### src/rtl/adcseq_pkg.sv
package adcseq_pkg;

  typedef enum logic [1:0] {
    ST_IDLE  = 2'd0,
    ST_BUSY  = 2'd1,
    ST_CAL   = 2'd2,
    ST_SLEEP = 2'd3
  } seqState_t;

  typedef struct packed {
    logic ctrlShift;   // capture the sdi bit preceding the last control bit
    logic loadResult;  // capture resultIn into the output shifter
    logic dataSlot;    // current slot drives a result bit
  } dpCtl_t;

  localparam logic [1:0] MODE_SHORT = 2'b00;
  localparam logic [1:0] MODE_CAL   = 2'b01;
  localparam logic [1:0] MODE_SLEEP = 2'b10;
  localparam logic [1:0] MODE_LONG  = 2'b11;

endpackage

### src/rtl/adcseq_ctrl.sv
module adcseq_ctrl
  import adcseq_pkg::*;
#(
  parameter int CTRL_BITS  = 8,
  parameter int RES_BITS   = 16,
  parameter int SHORT_ACQ  = 5,
  parameter int LONG_ACQ   = 13,
  parameter int CAL_CYCLES = 80000
) (
  input  logic       clk,
  input  logic       rstN,
  input  logic       shdnN,
  input  logic       sdi,
  input  logic [1:0] modeCode,
  output dpCtl_t     dpCtl,
  output logic       acqStrobe,
  output logic       convStrobe,
  output logic       calBusy,
  output logic       pwrDown
);

  localparam int ACQ_START   = CTRL_BITS - SHORT_ACQ;
  localparam int SHORT_FRAME = CTRL_BITS + RES_BITS;
  localparam int LONG_FRAME  = SHORT_FRAME + LONG_ACQ - SHORT_ACQ;
  localparam int SHORT_DATA  = CTRL_BITS;
  localparam int LONG_DATA   = CTRL_BITS + LONG_ACQ - SHORT_ACQ;
  localparam int SLOT_W      = $clog2(LONG_FRAME);
  localparam int CAL_W       = $clog2(CAL_CYCLES + 1);

  localparam logic [SLOT_W-1:0] S_ACQ_START  = SLOT_W'(ACQ_START);
  localparam logic [SLOT_W-1:0] S_DECODE     = SLOT_W'(CTRL_BITS - 1);
  localparam logic [SLOT_W-1:0] S_M1         = SLOT_W'(CTRL_BITS - 2);
  localparam logic [SLOT_W-1:0] S_SHORT_DATA = SLOT_W'(SHORT_DATA);
  localparam logic [SLOT_W-1:0] S_LONG_DATA  = SLOT_W'(LONG_DATA);
  localparam logic [SLOT_W-1:0] S_LONG_LOAD  = SLOT_W'(LONG_DATA - 1);
  localparam logic [SLOT_W-1:0] S_SHORT_LAST = SLOT_W'(SHORT_FRAME - 1);
  localparam logic [SLOT_W-1:0] S_LONG_LAST  = SLOT_W'(LONG_FRAME - 1);
  localparam logic [CAL_W-1:0]  C_LAST       = CAL_W'(CAL_CYCLES - 1);

  seqState_t         state;
  logic [SLOT_W-1:0] slot;
  logic [CAL_W-1:0]  calCnt;
  logic              curLong;
  logic              storedLong;
  logic              sleepAfter;

  logic              busy;
  logic              decodeSlot;
  logic              decLong;
  logic              startSeen;
  logic [SLOT_W-1:0] dataStart;
  logic [SLOT_W-1:0] frameLast;

  always_comb begin
    busy       = (state == ST_BUSY);
    decodeSlot = busy && (slot == S_DECODE);
    decLong    = (modeCode == MODE_LONG) || ((modeCode == MODE_SLEEP) && storedLong);
    startSeen  = sdi && shdnN && (state != ST_BUSY);
    dataStart  = curLong ? S_LONG_DATA : S_SHORT_DATA;
    frameLast  = curLong ? S_LONG_LAST : S_SHORT_LAST;

    acqStrobe  = busy && (slot >= S_ACQ_START) && (slot < dataStart);
    convStrobe = busy && (slot == dataStart);
    calBusy    = (state == ST_CAL);
    pwrDown    = (state == ST_SLEEP);

    dpCtl.ctrlShift  = busy && (slot == S_M1);
    dpCtl.dataSlot   = busy && (slot >= dataStart);
    dpCtl.loadResult = (decodeSlot && (modeCode != MODE_CAL) && !decLong)
                     || (busy && !decodeSlot && curLong && (slot == S_LONG_LOAD));
  end

  always_ff @(posedge clk or negedge rstN) begin
    if (!rstN) begin
      state      <= ST_IDLE;
      slot       <= '0;
      calCnt     <= '0;
      curLong    <= 1'b0;
      storedLong <= 1'b0;
      sleepAfter <= 1'b0;
    end else if (!shdnN) begin
      state <= ST_SLEEP;
      slot  <= '0;
    end else if (startSeen) begin
      state <= ST_BUSY;
      slot  <= SLOT_W'(1);
    end else begin
      case (state)
        ST_BUSY: begin
          if (decodeSlot) begin
            if (modeCode == MODE_CAL) begin
              state  <= ST_CAL;
              calCnt <= '0;
              slot   <= '0;
            end else begin
              slot       <= slot + 1'b1;
              curLong    <= decLong;
              sleepAfter <= (modeCode == MODE_SLEEP);
              if (modeCode == MODE_SHORT) storedLong <= 1'b0;
              if (modeCode == MODE_LONG)  storedLong <= 1'b1;
            end
          end else if (slot == frameLast) begin
            state <= sleepAfter ? ST_SLEEP : ST_IDLE;
            slot  <= '0;
          end else begin
            slot <= slot + 1'b1;
          end
        end
        ST_CAL: begin
          if (calCnt == C_LAST) state <= ST_IDLE;
          else                  calCnt <= calCnt + 1'b1;
        end
        default: ;
      endcase
    end
  end

endmodule

### src/rtl/adcseq_dp.sv
module adcseq_dp
  import adcseq_pkg::*;
#(
  parameter int RES_BITS = 16
) (
  input  logic                clk,
  input  logic                rstN,
  input  logic                sdi,
  input  logic [RES_BITS-1:0] resultIn,
  input  dpCtl_t              dpCtl,
  output logic [1:0]          modeCode,
  output logic                sdo
);

  logic                m1Bit;
  logic [RES_BITS-1:0] resSh;

  always_ff @(posedge clk or negedge rstN) begin
    if (!rstN) begin
      m1Bit <= 1'b0;
      resSh <= '0;
    end else begin
      if (dpCtl.ctrlShift) m1Bit <= sdi;
      if (dpCtl.loadResult)    resSh <= resultIn;
      else if (dpCtl.dataSlot) resSh <= {resSh[RES_BITS-2:0], 1'b0};
    end
  end

  assign modeCode = {m1Bit, sdi};
  assign sdo      = dpCtl.dataSlot & resSh[RES_BITS-1];

endmodule

### src/rtl/adc_mode_seq.sv
module adc_mode_seq
  import adcseq_pkg::*;
#(
  parameter int CTRL_BITS  = 8,
  parameter int RES_BITS   = 16,
  parameter int SHORT_ACQ  = 5,
  parameter int LONG_ACQ   = 13,
  parameter int CAL_CYCLES = 80000
) (
  input  logic                sclk,
  input  logic                rstN,
  input  logic                shdnN,
  input  logic                sdi,
  input  logic [RES_BITS-1:0] resultIn,
  output logic                sdo,
  output logic                acqStrobe,
  output logic                convStrobe,
  output logic                calBusy,
  output logic                pwrDown
);

  dpCtl_t     dpCtl;
  logic [1:0] modeCode;

  adcseq_ctrl #(
    .CTRL_BITS (CTRL_BITS),
    .RES_BITS  (RES_BITS),
    .SHORT_ACQ (SHORT_ACQ),
    .LONG_ACQ  (LONG_ACQ),
    .CAL_CYCLES(CAL_CYCLES)
  ) uCtrl (
    .clk       (sclk),
    .rstN      (rstN),
    .shdnN     (shdnN),
    .sdi       (sdi),
    .modeCode  (modeCode),
    .dpCtl     (dpCtl),
    .acqStrobe (acqStrobe),
    .convStrobe(convStrobe),
    .calBusy   (calBusy),
    .pwrDown   (pwrDown)
  );

  adcseq_dp #(
    .RES_BITS(RES_BITS)
  ) uDp (
    .clk     (sclk),
    .rstN    (rstN),
    .sdi     (sdi),
    .resultIn(resultIn),
    .dpCtl   (dpCtl),
    .modeCode(modeCode),
    .sdo     (sdo)
  );

endmodule

### config.mk
export PLATFORM = sky130hd
export DESIGN_NAME = adc_mode_seq
export DESIGN_NICKNAME = d
export VERILOG_FILES = /design/src/rtl/adcseq_pkg.sv /design/src/rtl/adcseq_ctrl.sv /design/src/rtl/adcseq_dp.sv /design/src/rtl/adc_mode_seq.sv
export SDC_FILE = /design/constraint.sdc
export NUM_CORES = 1
export LEC_CHECK = 0
export BUFFER_PORTS_ARGS = -buffer_cell sky130_fd_sc_hd__buf_2
export CORE_MARGIN = 2
export CORE_UTILIZATION = 55
export CTS_CLUSTER_SIZE = 12
export DETAILED_ROUTE_END_ITERATION = 10
export PLACE_DENSITY_LB_ADDON = 0.12
export REMOVE_ABC_BUFFERS = 1
export SETUP_SLACK_MARGIN = 0.05
export SLEW_MARGIN = 0
export SYNTH_ARGS = -nofsm -noshare
export SYNTH_HDL_FRONTEND = slang
export SYNTH_SLANG_ARGS = --single-unit
### constraint.sdc
create_clock -name sclk -period 2.7 [get_ports sclk]
set_clock_uncertainty 0.1 [all_clocks]
set_input_delay 0.135 -clock sclk [delete_from_list [all_inputs] [get_ports sclk]]
set_output_delay 0.135 -clock sclk [all_outputs]
set_load 0.05 [all_outputs]
==> impl_results.md <==
- Status: complete, no violations
- Fmax: 0.398 GHz
- Worst vdd ir: 0.000342 V
- Rel. slew slack: 35.9%
- CP arrival: ~2600 ps
- First-pass GRT wire length: roughly 9.5 mm
- N_diodes: 0
- Clock root cell: clkbuf_8
- CP Max Fanout: 13
- RSZ-0062 raised after global routing: false
- Clock transition at path regs: ~90 ps
- Most area-hungry cell type in the Yosys netlist: dfrtp_1
- Synth unique cells: 53
- Tot GR Track Use: between 20% and 30%
- Kind of start point of the critical path: register
- Initial DRC Count: 124
- CTS Sinks: 44
- Power consumption: 1740 µW
- Post-synth ARST share: 100%
- Cts bufs inserted: 5
- GRT Residual Overflow: 0
- Max Slew Vio Count: 0
- Syn Inst Count: 261
- # IOs: 25
- Die area: about 5400 µm²
- Post-synth EDFFs: 0
- Seq cells post-synth: 44
- Worst setup path category: reg -> reg
- CP max stage cell: dfrtp_2
- Cell family with the largest share of critical-path delay: multiplexers
- Critical path cell sequence: inv_1 -> ha_1 -> inv_1 -> nor4_1 -> o21bai_4 -> buf_4 -> mux2_2 -> mux2_2
- Post-synth top flop: dfrtp_1
- Final cell count without fillers: 369
- DRT antenna net count: 0
- Hold Slack: 85.7 ps
- Vias in the first global route: approximately 2100
- Setup violations, final: 0
- Drt wl/cell: about 15 µm
- Fin. Hold Viols: 0
- Largest stage delay, worst path: ~430 ps
- Final period utilization: around 93%
- Post-DP HPWL: between 3 and 4 mm
- First-pass DRT Iterations: 4
- Syn_area_per_cell: around 10 µm²
- Final net count: approximately 350
- Die height: roughly 73 µm
- Setup ws final: between 150 and 200 ps
- Pre-CTS WS: 241 ps
- Vias: roughly 2200
- Number of buffers added on ports: 24
- Synth area leaders: dfrtp_1 (41%), mux2_2 (15%), ha_1 (6.1%)
- CTS tree: built
- GPL Wtd Cong: between 0.8 and 0.9
- CP Capture Type: register
- Post-Syn Area: roughly 2700 µm²
- Max Cap Viol: 0
- CP bufs+invs: 3
- WP data required: 2790 ps
- Total wire length: 5.63 mm
- Synth top area share: about two fifths
- Chip width: about 73 µm
- Area Overhead vs Synth: 19.8%
- Row cnt: 25
- Placed cell count: about 340
- Max Root-Sink Buffers: 2
- Seq/Total Area, Yosys: approximately two fifths
- Number of H-tree levels: 2
- Yosys warns: 0
- Share of cells above drive strength 1: around 30%
- Largest net degree at the start of global routing: between 40 and 50
- Via density per instance: just under 6
- # DRC: 0
- Worst skew pair latency: about 300 ps
- Worst slew pin tran: 961 ps
- Starting Density: 56.6%
- Core area: approximately 4700 µm²
- Leak Pwr: 0.00152 µW
- Min Clock Period, post-route: roughly 2500 ps
- Power density cells: roughly 550 nW/µm²
- Min-delay worst type: in -> reg
- Initial antenna violation count: 0
[power breakdown]
part	internal, µW	total (µW)	switching (µW)	leakage, µW
sequential	689	725	36.7	0.000599
combinational	176	487	311	0.000862
clock	279	526	247	0.0000583
total	1140	1740	594	0.00152
[layout by cell type, fill, tap and decap left out, types with 4 or more instances in the layout]
cell type / netlist / final
dfrtp_1: 44 / 43
nand3_1: 9 / 9
mux2_2: 35 / 35
clkbuf_8: 0 / 5
dlygate4sd3_1: 0 / 17
a21oi_1: 13 / 13
buf_2: 4 / 24
nor3_1: 4 / 4
buf_4: 2 / 14
nand4_1: 7 / 7
inv_1: 15 / 15
nor2_1: 15 / 15
and3_1: 4 / 4
ha_1: 13 / 13
nand2_1: 19 / 19
o21ai_0: 17 / 17
[routing by layer]
layer | GRT usage [%] | wire (µm) | vias up
li1 | - | - | 1063
met3 | 4.94 | 233 | 15
met4 | 8.69 | 151 | 0
met2 | 37.8 | 2730 | 57
met1 | 29.6 | 2510 | 1017
met5 | 0 | 0 | -
[layout make-up]
class                           instances  area, µm²
Clock buffer                            5       68.8
Clock inverter                          3       47.5
Fill cell                             379       1510
Inverter                               16       60.1
Multi-Input combinational cell        192       1440
Sequential cell                        44       1100
Tap cell                               54       67.6
Timing Repair Buffer                   55        395
[Yosys cell counts, types with 3 or more instances]
library cell and number:
o31ai_1 3, nor2_1 15, nand2_1 19, or3_1 3, dfrtp_1 44, inv_1 15, and3_1 4, nor3_1 4
o21ai_0 17, buf_2 4, xor2_1 3, a31oi_1 3, or4_1 3, mux2_2 35, o211ai_1 3, o21a_1 3
ha_1 13, and2_1 3, nand4_1 7, a21oi_1 13, nand3_1 9
[what timing repair did]
| action | 4_1_cts | 5_1_grt |
|---|---|---|
| hold buffers | 17 | 0 |
| hold endpoints to repair | 60 | 0 |
| setup endpoints to repair | 0 | 7 |
| resized for setup | 0 | 2 |
| buffers inserted | 0 | 9 |
[flip-flops by register name (all words and copies together), names as in the netlist]
| register | cells |
|---|---|
| uCtrl.calCnt | 17 |
| uDp.resSh | 16 |
| uCtrl.slot | 5 |
| uCtrl.state | 2 |
| uCtrl.curLong | 1 |
| uCtrl.sleepAfter | 1 |
| uCtrl.storedLong | 1 |
| uDp.m1Bit | 1 |
[worst paths after layout]
kind                       slack (ps)       startpoint               end  cells past startpoint
min in group asynchronous         420             rstN  uCtrl.calCnt[14]                      2
max in group asynchronous        1420             rstN     uCtrl.slot[3]                      2
setup / recovery                  190    uCtrl.slot[3]     uDp.resSh[10]                      8
hold reg to reg                   410  uCtrl.calCnt[6]   uCtrl.calCnt[6]                      1
hold / removal                     90            shdnN     uCtrl.slot[2]                      2
setup reg to reg                  190    uCtrl.slot[3]     uDp.resSh[10]                      8
[per-stage QoR]
stage | util [%] | setup TNS, ps | instance area, µm²
2_1_floorplan | - | -19700 | 2590
3_5_place_dp | 60.1 | 0 | 2820
6_report | 67.8 | 0 | 3180
3_3_place_gp | 60.1 | 0 | 2820
5_1_grt | 67.8 | 0 | 3180
4_1_cts | 66.2 | 0 | 3100
[cell families (layout without fill, tap and decap cells)]
logic type,after synthesis,after routing,share of synthesized area (%)
AOI/OAI and AO/OA,57,57,14.6
xor gates and xnor gates,4,4,1.32
adders and majority gates,13,13,6.13
buffers and inverters,25,79,4.57
DFF,44,44,41.5
muxes,37,37,15.6
and+or+nand+nor,81,81,16.3
No activity file was read; power rests on OpenSTA's default activity.
